<file path="config.mk">
export PLATFORM = sky130hd
export DESIGN_NAME = hpd_port_sel
export DESIGN_NICKNAME = d
export VERILOG_FILES = /design/src/rtl/hps_pkg.sv /design/src/rtl/hps_sync2.sv /design/src/rtl/hps_select.sv /design/src/rtl/hps_pulse_floor.sv /design/src/rtl/hpd_port_sel.sv
export SDC_FILE = /design/constraint.sdc
export NUM_CORES = 1
export LEC_CHECK = 0
export BUFFER_PORTS_ARGS = -buffer_cell sky130_fd_sc_hd__buf_2
export CAP_MARGIN = 15
export CORE_MARGIN = 5
export CORE_UTILIZATION = 59
export DETAILED_ROUTE_END_ITERATION = 8
export PLACE_DENSITY = 0.86
export SLEW_MARGIN = 20
export SYNTH_ARGS = -nofsm -noshare
export SYNTH_HDL_FRONTEND = slang
export SYNTH_SLANG_ARGS = --single-unit
export TNS_END_PERCENT = 10
</file>
<file path="constraint.sdc">
create_clock -name clk -period 2.44 [get_ports clk]
set_clock_uncertainty 0.1 [all_clocks]
set_input_delay 0 -clock clk [delete_from_list [all_inputs] [get_ports clk]]
set_output_delay 0 -clock clk [all_outputs]
set_load 0.02 [all_outputs]
</file>
<file path="src/rtl/hps_pkg.sv">
package hps_pkg;

  typedef enum logic [1:0] {
    ST_LINKED = 2'd0,
    ST_SETTLE = 2'd1,
    ST_REPLUG = 2'd2
  } sel_state_t;

  // Port the sense lines ask for; keeps the current one when nothing is plugged.
  function automatic logic pick_b(input logic pa, input logic pb,
                                  input logic favour_b, input logic cur_b);
    if (pa && pb)  return favour_b;
    if (pb)        return 1'b1;
    if (pa)        return 1'b0;
    return cur_b;
  endfunction

endpackage

</file>
<file path="src/rtl/hps_sync2.sv">
module hps_sync2 #(
  parameter int W = 1
) (
  input  logic         clk,
  input  logic         rst,
  input  logic [W-1:0] d,
  output logic [W-1:0] q
);
  logic [W-1:0] meta;

  always_ff @(posedge clk) begin
    if (rst) begin
      meta <= '0;
      q    <= '0;
    end else begin
      meta <= d;
      q    <= meta;
    end
  end
endmodule

</file>
<file path="src/rtl/hps_select.sv">
module hps_select
  import hps_pkg::*;
#(
  parameter int PAUSE_CYC  = 300_000,
  parameter int SWITCH_CYC = 25_000_000
) (
  input  logic clk,
  input  logic rst,
  input  logic awake,
  input  logic pa,
  input  logic pb,
  input  logic favour_b,
  output logic cur_b,
  output logic replug,
  output logic settling
);
  localparam int CNT_MAX = (PAUSE_CYC > SWITCH_CYC) ? PAUSE_CYC : SWITCH_CYC;
  localparam int CW      = $clog2(CNT_MAX + 1);
  localparam logic [CW-1:0] PAUSE_LAST  = CW'(PAUSE_CYC - 1);
  localparam logic [CW-1:0] SWITCH_LAST = CW'(SWITCH_CYC - 1);

  sel_state_t    state;
  logic [CW-1:0] cnt;
  logic          want_b;

  always_comb want_b = pick_b(pa, pb, favour_b, cur_b);

  always_ff @(posedge clk) begin
    if (rst || !awake) begin
      state <= ST_LINKED;
      cnt   <= '0;
      cur_b <= 1'b0;
    end else begin
      case (state)
        ST_LINKED: begin
          cnt <= '0;
          if (want_b != cur_b) state <= ST_SETTLE;
        end
        ST_SETTLE: begin
          if (want_b == cur_b) begin
            state <= ST_LINKED;
            cnt   <= '0;
          end else if (cnt == PAUSE_LAST) begin
            cur_b <= want_b;
            state <= ST_REPLUG;
            cnt   <= '0;
          end else begin
            cnt <= cnt + 1'b1;
          end
        end
        ST_REPLUG: begin
          if (cnt == SWITCH_LAST) begin
            state <= ST_LINKED;
            cnt   <= '0;
          end else begin
            cnt <= cnt + 1'b1;
          end
        end
        default: begin
          state <= ST_LINKED;
          cnt   <= '0;
        end
      endcase
    end
  end

  assign replug   = (state == ST_REPLUG);
  assign settling = (state == ST_SETTLE);
endmodule

</file>
<file path="src/rtl/hps_pulse_floor.sv">
module hps_pulse_floor #(
  parameter int MIN_PULSE_CYC = 10
) (
  input  logic clk,
  input  logic rst,
  input  logic awake,
  input  logic raw,
  output logic q
);
  localparam int HW = $clog2(MIN_PULSE_CYC + 1);
  localparam logic [HW-1:0] HOLD_LAST = HW'(MIN_PULSE_CYC - 1);

  logic [HW-1:0] hold;

  always_ff @(posedge clk) begin
    if (rst || !awake) begin
      q    <= 1'b0;
      hold <= '0;
    end else if (hold != '0) begin
      hold <= hold - 1'b1;
    end else if (raw != q) begin
      q    <= raw;
      hold <= HOLD_LAST;
    end
  end
endmodule

</file>
<file path="src/rtl/hpd_port_sel.sv">
module hpd_port_sel #(
  parameter int PAUSE_CYC     = 300_000,
  parameter int SWITCH_CYC    = 25_000_000,
  parameter int MIN_PULSE_CYC = 10
) (
  input  logic clk,
  input  logic rst,
  input  logic sleep_n,
  input  logic sense_a,
  input  logic sense_b,
  input  logic adapt_a,
  input  logic adapt_b,
  input  logic prio_b,
  output logic hpd_src,
  output logic cad_src,
  output logic sel_b,
  output logic link_en,
  output logic aux_i2c
);
  localparam int NPIN = 6;

  logic [NPIN-1:0] pins_raw, pins_s;
  logic awake, pa, pb, ca, cb, favour_b;
  logic cur_b, replug, settling, hpd_raw, cad_sel;

  assign pins_raw = {sleep_n, prio_b, adapt_b, adapt_a, sense_b, sense_a};
  assign {awake, favour_b, cb, ca, pb, pa} = pins_s;

  hps_sync2 #(.W(NPIN)) u_sync (
    .clk(clk), .rst(rst), .d(pins_raw), .q(pins_s)
  );

  hps_select #(.PAUSE_CYC(PAUSE_CYC), .SWITCH_CYC(SWITCH_CYC)) u_select (
    .clk(clk), .rst(rst), .awake(awake), .pa(pa), .pb(pb),
    .favour_b(favour_b), .cur_b(cur_b), .replug(replug), .settling(settling)
  );

  assign hpd_raw = !replug && (cur_b ? pb : pa);
  assign cad_sel = cur_b ? cb : ca;

  hps_pulse_floor #(.MIN_PULSE_CYC(MIN_PULSE_CYC)) u_floor (
    .clk(clk), .rst(rst), .awake(awake), .raw(hpd_raw), .q(hpd_src)
  );

  always_ff @(posedge clk) begin
    if (rst) begin
      link_en <= 1'b0;
      cad_src <= 1'b0;
      aux_i2c <= 1'b0;
    end else begin
      link_en <= awake;
      cad_src <= awake && cad_sel;
      aux_i2c <= awake && cad_sel;
    end
  end

  assign sel_b = cur_b;
endmodule

</file>
* Word level (Yosys, flattened, before mapping)
Index checks and enable logic that the tools add are counted.
** Cells by class
- Equal/unequal tests :: 10
- Add/sub/neg operators :: 2
- Reductions and logical operators :: 12
- Bitwise gates (word level) :: 2
- Muxes and demuxes :: 25
** Operator list (count)
- $mux 25 :: 3
- $pmux 25 s2 :: 1
- $add 25x1->25 const B :: 1
- $eq 25x19->1 const B :: 1
- $eq 25x25->1 const B :: 1
- $mux 1 :: 14
- $mux 2 :: 4
- $mux 4 :: 2
- $pmux 2 s3 :: 1
- $reduce_and 3->1 :: 2
- $ne 2x1->1 const B :: 2
- $reduce_bool 4->1 :: 1
- $sub 4x1->4 const B :: 1
- $logic_and 1x1->1 :: 3
- $ne 3x1->1 const B :: 1
- $eq 2x1->1 const B :: 1
- $eq 2x2->1 const B :: 1
- $logic_not 1->1 :: 2
- $logic_not 2->1 :: 1
- $ne 1x1->1 :: 2
- $not 1->1 :: 2
- $reduce_and 2->1 :: 1
- $reduce_bool 2->1 :: 1
- $eq 1x1->1 :: 1
- $logic_or 1x1->1 :: 1
** Word-level totals
- Output and inout port bits :: 5
- Input bits :: 8
- Word-level logic and storage cells :: 60
- Bits in registers :: 47

* Longest topological paths before layout
Gate-level depths: netlist of run 1.
- Depth after elaboration :: 11
- Gate-level depth with buffers :: 8
- Gate-level depth less buffers :: 6

* Cells and area by module
Synthesis of run 1 repeated with hierarchy kept, for this count alone.
** Second synthesis, totals
- Cell total of the unflattened synthesis :: 221
- Area, all modules :: 2075.7 sq um
** Modules (own cells, without submodules)
- hps_select :: seq. area each 560.5 sq um, instances 1, area an instance 1417.6 sq um, cells an instance 166
- hps_sync2 :: seq. area each 240.2 sq um, instances 1, area an instance 366.6 sq um, cells an instance 25
- hps_pulse_floor :: seq. area each 100.1 sq um, instances 1, area an instance 205.2 sq um, cells an instance 22
- hpd_port_sel :: seq. area each 40.0 sq um, instances 1, area an instance 86.3 sq um, cells an instance 8

* Worst setup path after synthesis of run 1
No wires, ideal clock.
- Kind :: reg-to-reg
- Start point :: reg u_select.cnt[0]
- End point :: reg u_select.cnt[22]
- Buffers on the path :: 2
- Arrival time :: 1531 ps
- Setup time :: 115 ps
- Stages on the path, launching flop included :: 9
- Setup slack :: 694 ps
- Required time :: 2225 ps
- Clock period less this slack :: 1746 ps
- Cells stage by stage :: dfxtp_1 ha_1 and4_1 buf_2 nand4b_1 o211ai_2 a21o_4 buf_6 nor2_1
** On the way
- Cells in the longest elaborated chain, start to end :: 4
- Elaborated cells on any way between the ends :: 7
- Those cells by class :: 1 x add/sub; 2 x eq/ne; 4 x mux
** RTL lines
- start, declared :: line hps_select.sv:23 : logic [CW-1:0] cnt;
- start signal, assigned :: line hps_select.sv:48 : cnt <= cnt + 1'b1;
- start signal, assigned :: line hps_select.sv:56 : cnt <= cnt + 1'b1;
- $add 25x1->25 / $eq 25x19->1 (equally long branches) :: line hps_select.sv:48, hps_select.sv:56, hps_select.sv:43
- $mux 25 :: line hps_select.sv:43 : end else if (cnt == PAUSE_LAST) begin
- $mux 25 :: line hps_select.sv:40 : if (want_b == cur_b) begin
- $pmux 25 s2 * :: line hps_select.sv:34 : case (state)
Every way passes the cells marked *; elsewhere a longest branch is shown, timed or not.
A chain may end at the register's enable or synchronous reset.

* Worst setup path in the final report of run 1
- Start point :: reg u_select.cnt[0]
- End point :: reg u_select.cnt[11]
Same word-level chain as after synthesis.

==> flow_summary.ini, run 1 <==
[finish]
syn_to_final_growth_pct = 12.5
final_cells = 290
antenna_cells = 0
fin_nets = 255
drive_above_1_share_pct = 12.3

[placement]
dpl.hpwl_um = 2360
portBuffers = 12
gp_congestion = 0.740
place_inst = 269

[outcome]
status = finished, final reports clean

[synthesis]
ys_ff_latch = 47
ys_warn_count = 0
syn_nets = 232
yosysSeqAreaShare_pct = 46.2
yosys.area.top_type_share_pct = 46.2
synth_cells = 220
synth_area_mm2 = 0.00204
synth_top_area_cell = dfxtp_1
yosysUniqueCellTypes = 37
syn_area_per_cell_um2 = 9.26
synthTopCellsByArea = dfxtp_1, nor2_1, xor2_1

[job]
drv_cap = 0

[critical_path]
r2r-end = u_select.cnt[11]$_SDFF_PP0_
end_kind = flip-flop
critPathRequiredTime_ns = 2.60
regToRegSetupSlack_ns = 0.48
crit-reg2reg-launch = u_select.cnt[0]$_SDFF_PP0_
cp.arrival_ns = 2.12
startpoint = u_select.cnt[0]$_SDFF_PP0_
worstSetupPathType = flip-flop to flip-flop
cp-endpoint = u_select.cnt[11]$_SDFF_PP0_
path_max_fanout = 25
critPathLaunchType = flip-flop
r2r_cells = 6

[clock_network]
post_cts_buffers = 0
cts.clk_slew.worst_paths_ns = 0.15
clockBufferDepth = 2
cts_made_buffers = 5
cts.sinks = 47
h-tree-depth = 2
cts_tree = built
insertion_delay_ns = 0.37
cts.root.buffer_cell = clkbuf_4

[timing]
holdWs_ns = 0.356
maxSlewHeadroom_pct = 64.8
tightest_slew_ns = 0.524
fmax_ghz = 0.509
drv_slew = 0
rsz0062_at_grt = false
period_share_pct = 80.5
setup_viol = 0
period_needed_ns = 1.96
fin_setup_tns_ns = 0
hold_viol = 0

[route]
vias_per_cell = 5.30
dr.pass1.iters = 4
routedWlPerCell_um = 13.2
ant_nets = 0
finalWirelength_um = 3820
drtIter0Drc = 111
drc_errors = 0
num_vias = 1538

[die]
dieHeight_um = 68.8
start_util_pct = 61.1
ios = 13
core_area_mm2 = 0.00334
die_x_um = 68.8
num_rows = 21
die_area_mm2 = 0.00473

[worst_hold_path]
min_path_cells = 1
hold_path_class = flip-flop to flip-flop

[grt]
track_usage_pct = 19.0
grt_pass1_vias = 1471
grt_pass1_wl_um = 6620
grt_max_degree = 26
overflow = 0
antenna_found_initial = 0

[power]
vdd_drop_max_v = 0.000460
power_switching_mw = 0.282
power_leakage_nw = 0.824
p_seq_share_pct = 65.0
power.share.switching_pct = 23.4
combPwrFrac_pct = 3.7
p_int_mw = 0.921
clkPwrFrac_pct = 31.3
power_density_mw_per_mm2 = 525
[synthesized netlist by cell type, drive strengths merged]
cell type   n
nand4      12
nor2       36
a32o        1
buf         6
nor4b       3
nor4bb      1
and3        1
a21oi       6
a21o        1
nor2b      14
xor2       13
nand2      13
a31o        3
nand2b      2
nor4        3
nand4b      1
nand3b      1
o21ai       3
nand3       9
and4        4
inv         9
o211ai      2
nor3        6
ha          4
dfxtp      47
a32oi       1
o31ai       1
xnor2      11
mux2i       3
clkbuf      3
[cell type report]
| class | count | area [µm²] |
|---|---|---|
| flip-flops and latches | 47 | 941 |
| fillers | 278 | 1040 |
| well taps | 46 | 57.6 |
| clock buffers | 5 | 37.5 |
| repair buffers | 25 | 190 |
| inverters | 9 | 33.8 |
| multi-input cells | 155 | 1010 |
| clock inverters | 3 | 25.0 |
[cells in the final DEF (no fill, tap or decap), drive strengths merged, types with 9 or more instances in the layout]
| master | n |
|---|---|
| dfxtp | 47 |
| nor2 | 36 |
| nor2b | 14 |
| nand2 | 13 |
| xor2 | 13 |
| dlygate4sd3 | 13 |
| buf | 12 |
| nand4 | 12 |
| xnor2 | 11 |
| inv | 9 |
| nand3 | 9 |
[cell families (layout without fill, tap and decap cells)]
| family | Yosys count | count (layout) | synth area share [%] |
|---|---|---|---|
| xor gates and xnor gates | 24 | 24 | 10.3 |
| AOI/OAI and AO/OA | 18 | 18 | 6.69 |
| muxes | 3 | 3 | 1.47 |
| adders and majority gates | 4 | 4 | 2.46 |
| buffers and inverters | 18 | 42 | 4.42 |
| and+or+nand+nor | 106 | 106 | 28.5 |
| DFF | 47 | 47 | 46.2 |
[power by group through the flow]
stage | clock [mW] | combinational, mW | sequential (mW)
finish | 0.376 | 0.0450 | 0.782
global placement | 0 | 0.0254 | 0.798
detailed placement | 0 | 0.0265 | 0.798
CTS | 0.382 | 0.0421 | 0.781
global route | 0.421 | 0.0496 | 0.783
floorplan | 0 | 0.0175 | 0.798
[state kept, by name (all words and copies together) (netlist names)]
register	flops
aux_i2c	1
link_en	1
u_floor.hold	4
u_floor.q	1
u_select.cnt	25
u_select.cur_b	1
u_select.state	2
u_sync.meta	6
u_sync.q	6
[worst max-delay path: stages (launching register included)]
cell and delay [ns]:
dfxtp_1 0.40, ha_1 0.21, and4_1 0.33, nand4_1 0.14, o21ai_2 0.27, a21o_4 0.32
nor2_1 0.10
[per-stage QoR]
step                area, µm²  power, mW  util [%]  setup slack (ns)
global placement         2100      0.823      62.9             0.581
global route             2290       1.25      68.7             0.322
floorplan                2040      0.816         -             0.694
detailed placement       2100      0.824      62.9             0.525
CTS                      2290       1.20      68.7             0.481
finish                   2290       1.20      68.7             0.477
[what timing repair did]
item,in CTS,in global routing
endpoints found under the setup margin,0,0
hold buffers,13,0
gates resized for setup,0,0
hold endpoints to repair,12,0
[worst min path at each step]
| stage | from | endpoint | slack, ns |
|---|---|---|---|
| 2_1_floorplan | rst | u_sync.meta[0]$_SDFF_PP0_ | -0.03 |
| 3_3_place_gp | sense_b | u_sync.meta[1]$_SDFF_PP0_ | 0.11 |
| 3_5_place_dp | adapt_a | u_sync.meta[2]$_SDFF_PP0_ | 0.12 |
| 4_1_cts | u_sync.meta[1]$_SDFF_PP0_ | u_sync.q[1]$_SDFF_PP0_ | 0.35 |
| 5_1_grt | u_sync.meta[0]$_SDFF_PP0_ | u_sync.q[0]$_SDFF_PP0_ | 0.38 |
| 6_report | u_sync.meta[0]$_SDFF_PP0_ | u_sync.q[0]$_SDFF_PP0_ | 0.36 |
[routing by layer]
layer	global-route usage, %	up-vias	wire length [µm]
li1	-	796	-
met1	23.3	705	1620
met2	33.1	33	2030
met3	3.40	4	139
met4	6.57	0	36
met5	0	-	0
Note: power is estimated with default switching activity, not from simulation.
==> inputs of run 2 (changes only) <==
==> constraint.sdc (replaced) <==
create_clock -name clk -period 1.9 [get_ports clk]
set_clock_uncertainty 0.1 [all_clocks]
set_input_delay 0 -clock clk [delete_from_list [all_inputs] [get_ports clk]]
set_output_delay 0 -clock clk [all_outputs]
set_load 0.02 [all_outputs]
==> run 2 against run 1 <==
- the run now ends with setup timing left
- worst hold slack improved by 0.0052 ns
- sequential share of layout area is 1.4 points lower
- via count grew 3.6%
- critical path depth unchanged
- wire length increased by 0.60%
- final cell count up 2.1%
- global-route usage decreased by 0.54 points
- register-to-register slack got worse by 0.48 ns
- flip-flop and latch count is the same
- clock-buffer cell count is the same
- maximum frequency is 3.0% higher
- sequential power rose by 28%
- largest power group unchanged
- highest routed layer unchanged
==> flow_summary.ini, run 2 (synthesized netlist as in run 1, its figures left out) <==
[placement]
post-place-ws_ns = 0.0253
portBuffers = 12
place_area_mm2 = 0.00214
dpl.hpwl_um = 2400
gp_congestion = 0.797

[clock_network]
h-tree-depth = 2
clockBufferDepth = 2
cts.sinks = 47
cts.clk_slew.worst_paths_ns = 0.15
cts_tree = built
cts_made_buffers = 5
cts.root.buffer_cell = clkbuf_4
insertion_delay_ns = 0.38
post_cts_buffers = 0

[route]
routedWlPerCell_um = 13.0
vias_per_cell = 5.39
ant_nets = 0
dr.pass1.iters = 4
drc_errors = 0
num_vias = 1594
finalWirelength_um = 3850
drtIter0Drc = 111

[timing]
hold_viol = 0
fin_setup_tns_ns = -0.0146
maxSlewHeadroom_pct = 66.4
tightest_slew_ns = 0.499
fmax_ghz = 0.525
period_share_pct = 100
setup_viol = 4
period_needed_ns = 1.91
drv_slew = 0
rsz0062_at_grt = true
final.setup.worst_slack_ns = -0.00540

[finish]
largest_registers = u_select.cnt: 25 flops, u_sync.meta: 6 flops, u_sync.q: 6 flops
antenna_cells = 0
drive_above_1_share_pct = 15.6
final_cell_mix = dfxtp_1, nor2_1, nor2b_1
design_area_mm2 = 0.00237
largest_reg_flops = 25
n_fill_cell = 262
regMostFlops = u_select.cnt
final_common_cell = dfxtp_1
fin_nets = 261
syn_to_final_growth_pct = 16.4

[power]
vdd_drop_max_v = 0.000431
power_leakage_nw = 0.864
power_density_mw_per_mm2 = 710
fin_total_pwr_mw = 1.68

[die]
start_util_pct = 61.1
core_area_mm2 = 0.00334
die_area_mm2 = 0.00473
die_x_um = 68.8
dieHeight_um = 68.8
num_rows = 21
ios = 13

[critical_path]
r2r_cells = 6
regToRegSetupSlack_ns = -0.005
end_kind = flip-flop
crit_chain = ha_1 > and4_2 > nand4b_1 > o211ai_2 > a21o_2 > nor2_1
worst-path-buf-inv = 0
critPathLaunchType = flip-flop
path_delay_family = compound AO/OA/AOI/OAI gates
r2r-end = u_select.cnt[19]$_SDFF_PP0_
slowest_delay_ns = 0.39
crit-reg2reg-launch = u_select.cnt[0]$_SDFF_PP0_
path_max_fanout = 12
slowest_stage = dfxtp_1
critPathRequiredTime_ns = 2.08
worstSetupPathType = flip-flop to flip-flop
cp.arrival_ns = 2.08

[outcome]
status = complete, but fails checks
violations = setup timing

[grt]
grt_pass1_wl_um = 6320
antenna_found_initial = 0
track_usage_pct = 18.4
grt_max_degree = 26
grt_pass1_vias = 1414
overflow = 0

[worst_hold_path]
hold_path_class = flip-flop to flip-flop
hold_end = u_sync.q[1]$_SDFF_PP0_
min_path_cells = 1
min_from = u_sync.meta[1]$_SDFF_PP0_

[job]
drv_cap = 0
## run 2: per-layer routing
| layer | GRT usage [%] | vias up | share of wire [%] |
|---|---|---|---|
| met5 | 0 | - | 0 |
| met4 | 8.03 | 0 | 2.2 |
| met3 | 5.83 | 9 | 4.7 |
| met2 | 29.8 | 33 | 49 |
| met1 | 22.4 | 739 | 44 |
| li1 | - | 813 | - |
## run 2: worst max-delay path by stage
| stage | start | to | slack (ns) | depth (start not counted) |
|---|---|---|---|---|
| global route | u_select.cnt[0]$_SDFF_PP0_ | u_select.cnt[11]$_SDFF_PP0_ | -0.09 | 6 |
| global placement | u_select.cnt[0]$_SDFF_PP0_ | u_select.cnt[20]$_SDFF_PP0_ | 0.09 | 6 |
| floorplan | u_select.cnt[0]$_SDFF_PP0_ | u_select.cnt[22]$_SDFF_PP0_ | 0.15 | 8 |
| finish | u_select.cnt[0]$_SDFF_PP0_ | u_select.cnt[19]$_SDFF_PP0_ | -0.005 | 6 |
| CTS | u_select.cnt[0]$_SDFF_PP0_ | u_select.cnt[5]$_SDFF_PP0_ | 0.003 | 6 |
| detailed placement | u_select.cnt[0]$_SDFF_PP0_ | u_select.cnt[5]$_SDFF_PP0_ | 0.03 | 6 |
## run 2: layout make-up
cell class / count / area [µm²] / share of cell area, %
Multi-Input combinational cell: 156 / 1030 / 43.3
Sequential cell: 47 / 941 / 39.7
Timing Repair Buffer: 30 / 228 / 9.60
Tap cell: 46 / 57.6 / 2.43
Clock inverter: 3 / 47.5 / 2.00
Clock buffer: 5 / 37.5 / 1.58
Inverter: 9 / 33.8 / 1.42
## run 2: per-stage QoR
stage | util (%) | instances | hold slack (ns)
final | 71.1 | 296 | 0.361
after global routing | 71.1 | 296 | 0.357
after CTS | 70.5 | 295 | 0.337
after detailed placement | 64.0 | 274 | 0.114
after global placement | 64.0 | 274 | 0.107
after floorplan | - | 220 | -0.0284
## run 2: where the power goes
part	leakage, nW	total [mW]	switching, mW	internal (mW)
registers	0.381	1.00	0.00521	0.999
logic	0.437	0.0582	0.0226	0.0356
clock network	0.0458	0.622	0.338	0.284
total	0.864	1.68	0.366	1.32
## run 2: repair_timing
item	CTS	global route
resized for setup	0	3
endpoints found under the setup margin	0	27
hold buffers	13	0
hold endpoints to repair	13	0
==> inputs of run 3 (changes only) <==
--- a/config.mk
+++ b/config.mk
@@ -6,7 +6,6 @@
 export NUM_CORES = 1
 export LEC_CHECK = 0
 export BUFFER_PORTS_ARGS = -buffer_cell sky130_fd_sc_hd__buf_2
-export CAP_MARGIN = 15
 export CORE_MARGIN = 5
 export CORE_UTILIZATION = 59
 export DETAILED_ROUTE_END_ITERATION = 8
==> constraint.sdc (replaced) <==
create_clock -name clk -period 2.05 [get_ports clk]
set_clock_uncertainty 0.1 [all_clocks]
set_input_delay 0 -clock clk [delete_from_list [all_inputs] [get_ports clk]]
set_output_delay 0 -clock clk [all_outputs]
set_load 0.02 [all_outputs]
==> run 3 against run 2 <==
- the flow now finishes without violations
- maximum frequency rose by 0.13%
- clock power fell by 6.1%
- non-clock buffer count fell by 4
- sequential power fell by 7%
- via count rose by 0.25%
- wire length rose by 11%
- design area fell by 1.1%
- critical path type unchanged
- setup slack improved by 0.15 ns
- flip-flop and latch count did not move
- register-to-register slack improved by 0.15 ns
- combinational power fell by 7.0%
- highest routed layer unchanged
==> flow_summary.ini, run 3 (synthesized netlist as in run 1, its figures left out) <==
[outcome]
status = finished, final reports clean

[clock_network]
cts_tree = built
insertion_delay_ns = 0.38
cts_made_buffers = 5
clockBufferDepth = 2
h-tree-depth = 2
cts.sinks = 47
cts.clk_slew.worst_paths_ns = 0.15
post_cts_buffers = 0
cts.root.buffer_cell = clkbuf_4

[power]
fin_total_pwr_mw = 1.57
power_density_mw_per_mm2 = 669
power_leakage_nw = 0.846
vdd_drop_max_v = 0.000579

[grt]
antenna_found_initial = 0
grt_pass1_wl_um = 6780
overflow = 0
grt_max_degree = 26
track_usage_pct = 19.9
grt_pass1_vias = 1483

[timing]
period_needed_ns = 1.90
period_share_pct = 92.8
setup_viol = 0
holdWs_ns = 0.356
tightest_slew_ns = 0.519
maxSlewHeadroom_pct = 65.1
fmax_ghz = 0.526
drv_slew = 0
hold_viol = 0

[route]
routedWlPerCell_um = 14.6
vias_per_cell = 5.47
num_vias = 1598
ant_nets = 0
drtIter0Drc = 100
finalWirelength_um = 4260
drc_errors = 0
dr.pass1.iters = 5

[placement]
place_area_mm2 = 0.00211
gp_congestion = 0.745
portBuffers = 12
dpl.hpwl_um = 2460

[critical_path]
cp.arrival_ns = 2.08
worstSetupPathType = flip-flop to flip-flop
end_kind = flip-flop
slowest_stage = nor4_4
path_max_fanout = 7
critPathRequiredTime_ns = 2.23
crit_chain = nand3_1 > nor4_4 > nand4_1 > xor2_1 > nor2_1
critPathLaunchType = flip-flop
slowest_delay_ns = 0.56
worst-path-buf-inv = 0
path_delay_family = simple AND/OR/NAND/NOR gates

[job]
drv_cap = 0

[worst_hold_path]
hold_path_class = flip-flop to flip-flop

[finish]
final_cell_mix = dfxtp_1, nor2_1, nor2b_1
design_area_mm2 = 0.00235
n_fill_cell = 261
fin_nets = 257
drive_above_1_share_pct = 13.4
syn_to_final_growth_pct = 15.1
regMostFlops = u_select.cnt
final_common_cell = dfxtp_1
largest_reg_flops = 25
antenna_cells = 0
largest_registers = u_select.cnt: 25 flops, u_sync.meta: 6 flops, u_sync.q: 6 flops

[die]
die_x_um = 68.8
ios = 13
dieHeight_um = 68.8
start_util_pct = 61.1
die_area_mm2 = 0.00473
core_area_mm2 = 0.00334
num_rows = 21
run 3: changes by cell type in the layout (fill, tap and decap cells not counted), sizes merged:
cell	previous run	this run
buf	17	13
run 3: layout make-up:
class	instances	area, µm²	share of cell area (%)
Timing Repair Buffer	26	198	8.43
Clock inverter	3	47.5	2.03
Sequential cell	47	941	40.1
Clock buffer	5	37.5	1.60
Multi-Input combinational cell	156	1030	43.9
Tap cell	46	57.6	2.45
Inverter	9	33.8	1.44
run 3: stage by stage:
step	util (%)	setup TNS, ns	worst slack, ns	cells
CTS	69.6	0	0.0912	291
global route	70.3	-0.00536	-0.00536	292
global placement	63.1	0	0.193	270
finish	70.3	0	0.147	292
floorplan	-	0	0.304	220
detailed placement	63.1	0	0.117	270
run 3: metal layers:
| layer | wire length (µm) | vias to the layer above | global-route usage (%) |
|---|---|---|---|
| met1 | 1800 | 748 | 23.0 |
| met2 | 2200 | 35 | 34.1 |
| li1 | - | 805 | - |
| met5 | 0 | - | 0 |
| met3 | 134 | 10 | 4.54 |
| met4 | 122 | 0 | 10.7 |
run 3: what timing repair did:
| item | CTS | global route |
|---|---|---|
| hold endpoints to repair | 13 | 0 |
| endpoints found under the setup margin | 0 | 25 |
| hold buffers | 13 | 0 |
| gates resized for setup | 0 | 3 |
run 3: worst paths after layout:
check / slack [ns] / depth (start not counted) / startpoint / endpoint
hold reg to reg: 0.36 / 1 / u_sync.meta[0]$_SDFF_PP0_ / u_sync.q[0]$_SDFF_PP0_
setup reg to reg: 0.15 / 5 / u_select.cnt[2]$_SDFF_PP0_ / u_select.cnt[23]$_SDFF_PP0_
hold / removal: 0.36 / 1 / u_sync.meta[0]$_SDFF_PP0_ / u_sync.q[0]$_SDFF_PP0_
setup / recovery: 0.15 / 5 / u_select.cnt[2]$_SDFF_PP0_ / u_select.cnt[23]$_SDFF_PP0_
run 3: power by group:
part           switching [mW]  leakage, nW  internal (mW)
clock network           0.321       0.0458          0.263
logic                  0.0211        0.419         0.0330
registers             0.00463        0.381          0.926
total                   0.346        0.846           1.22
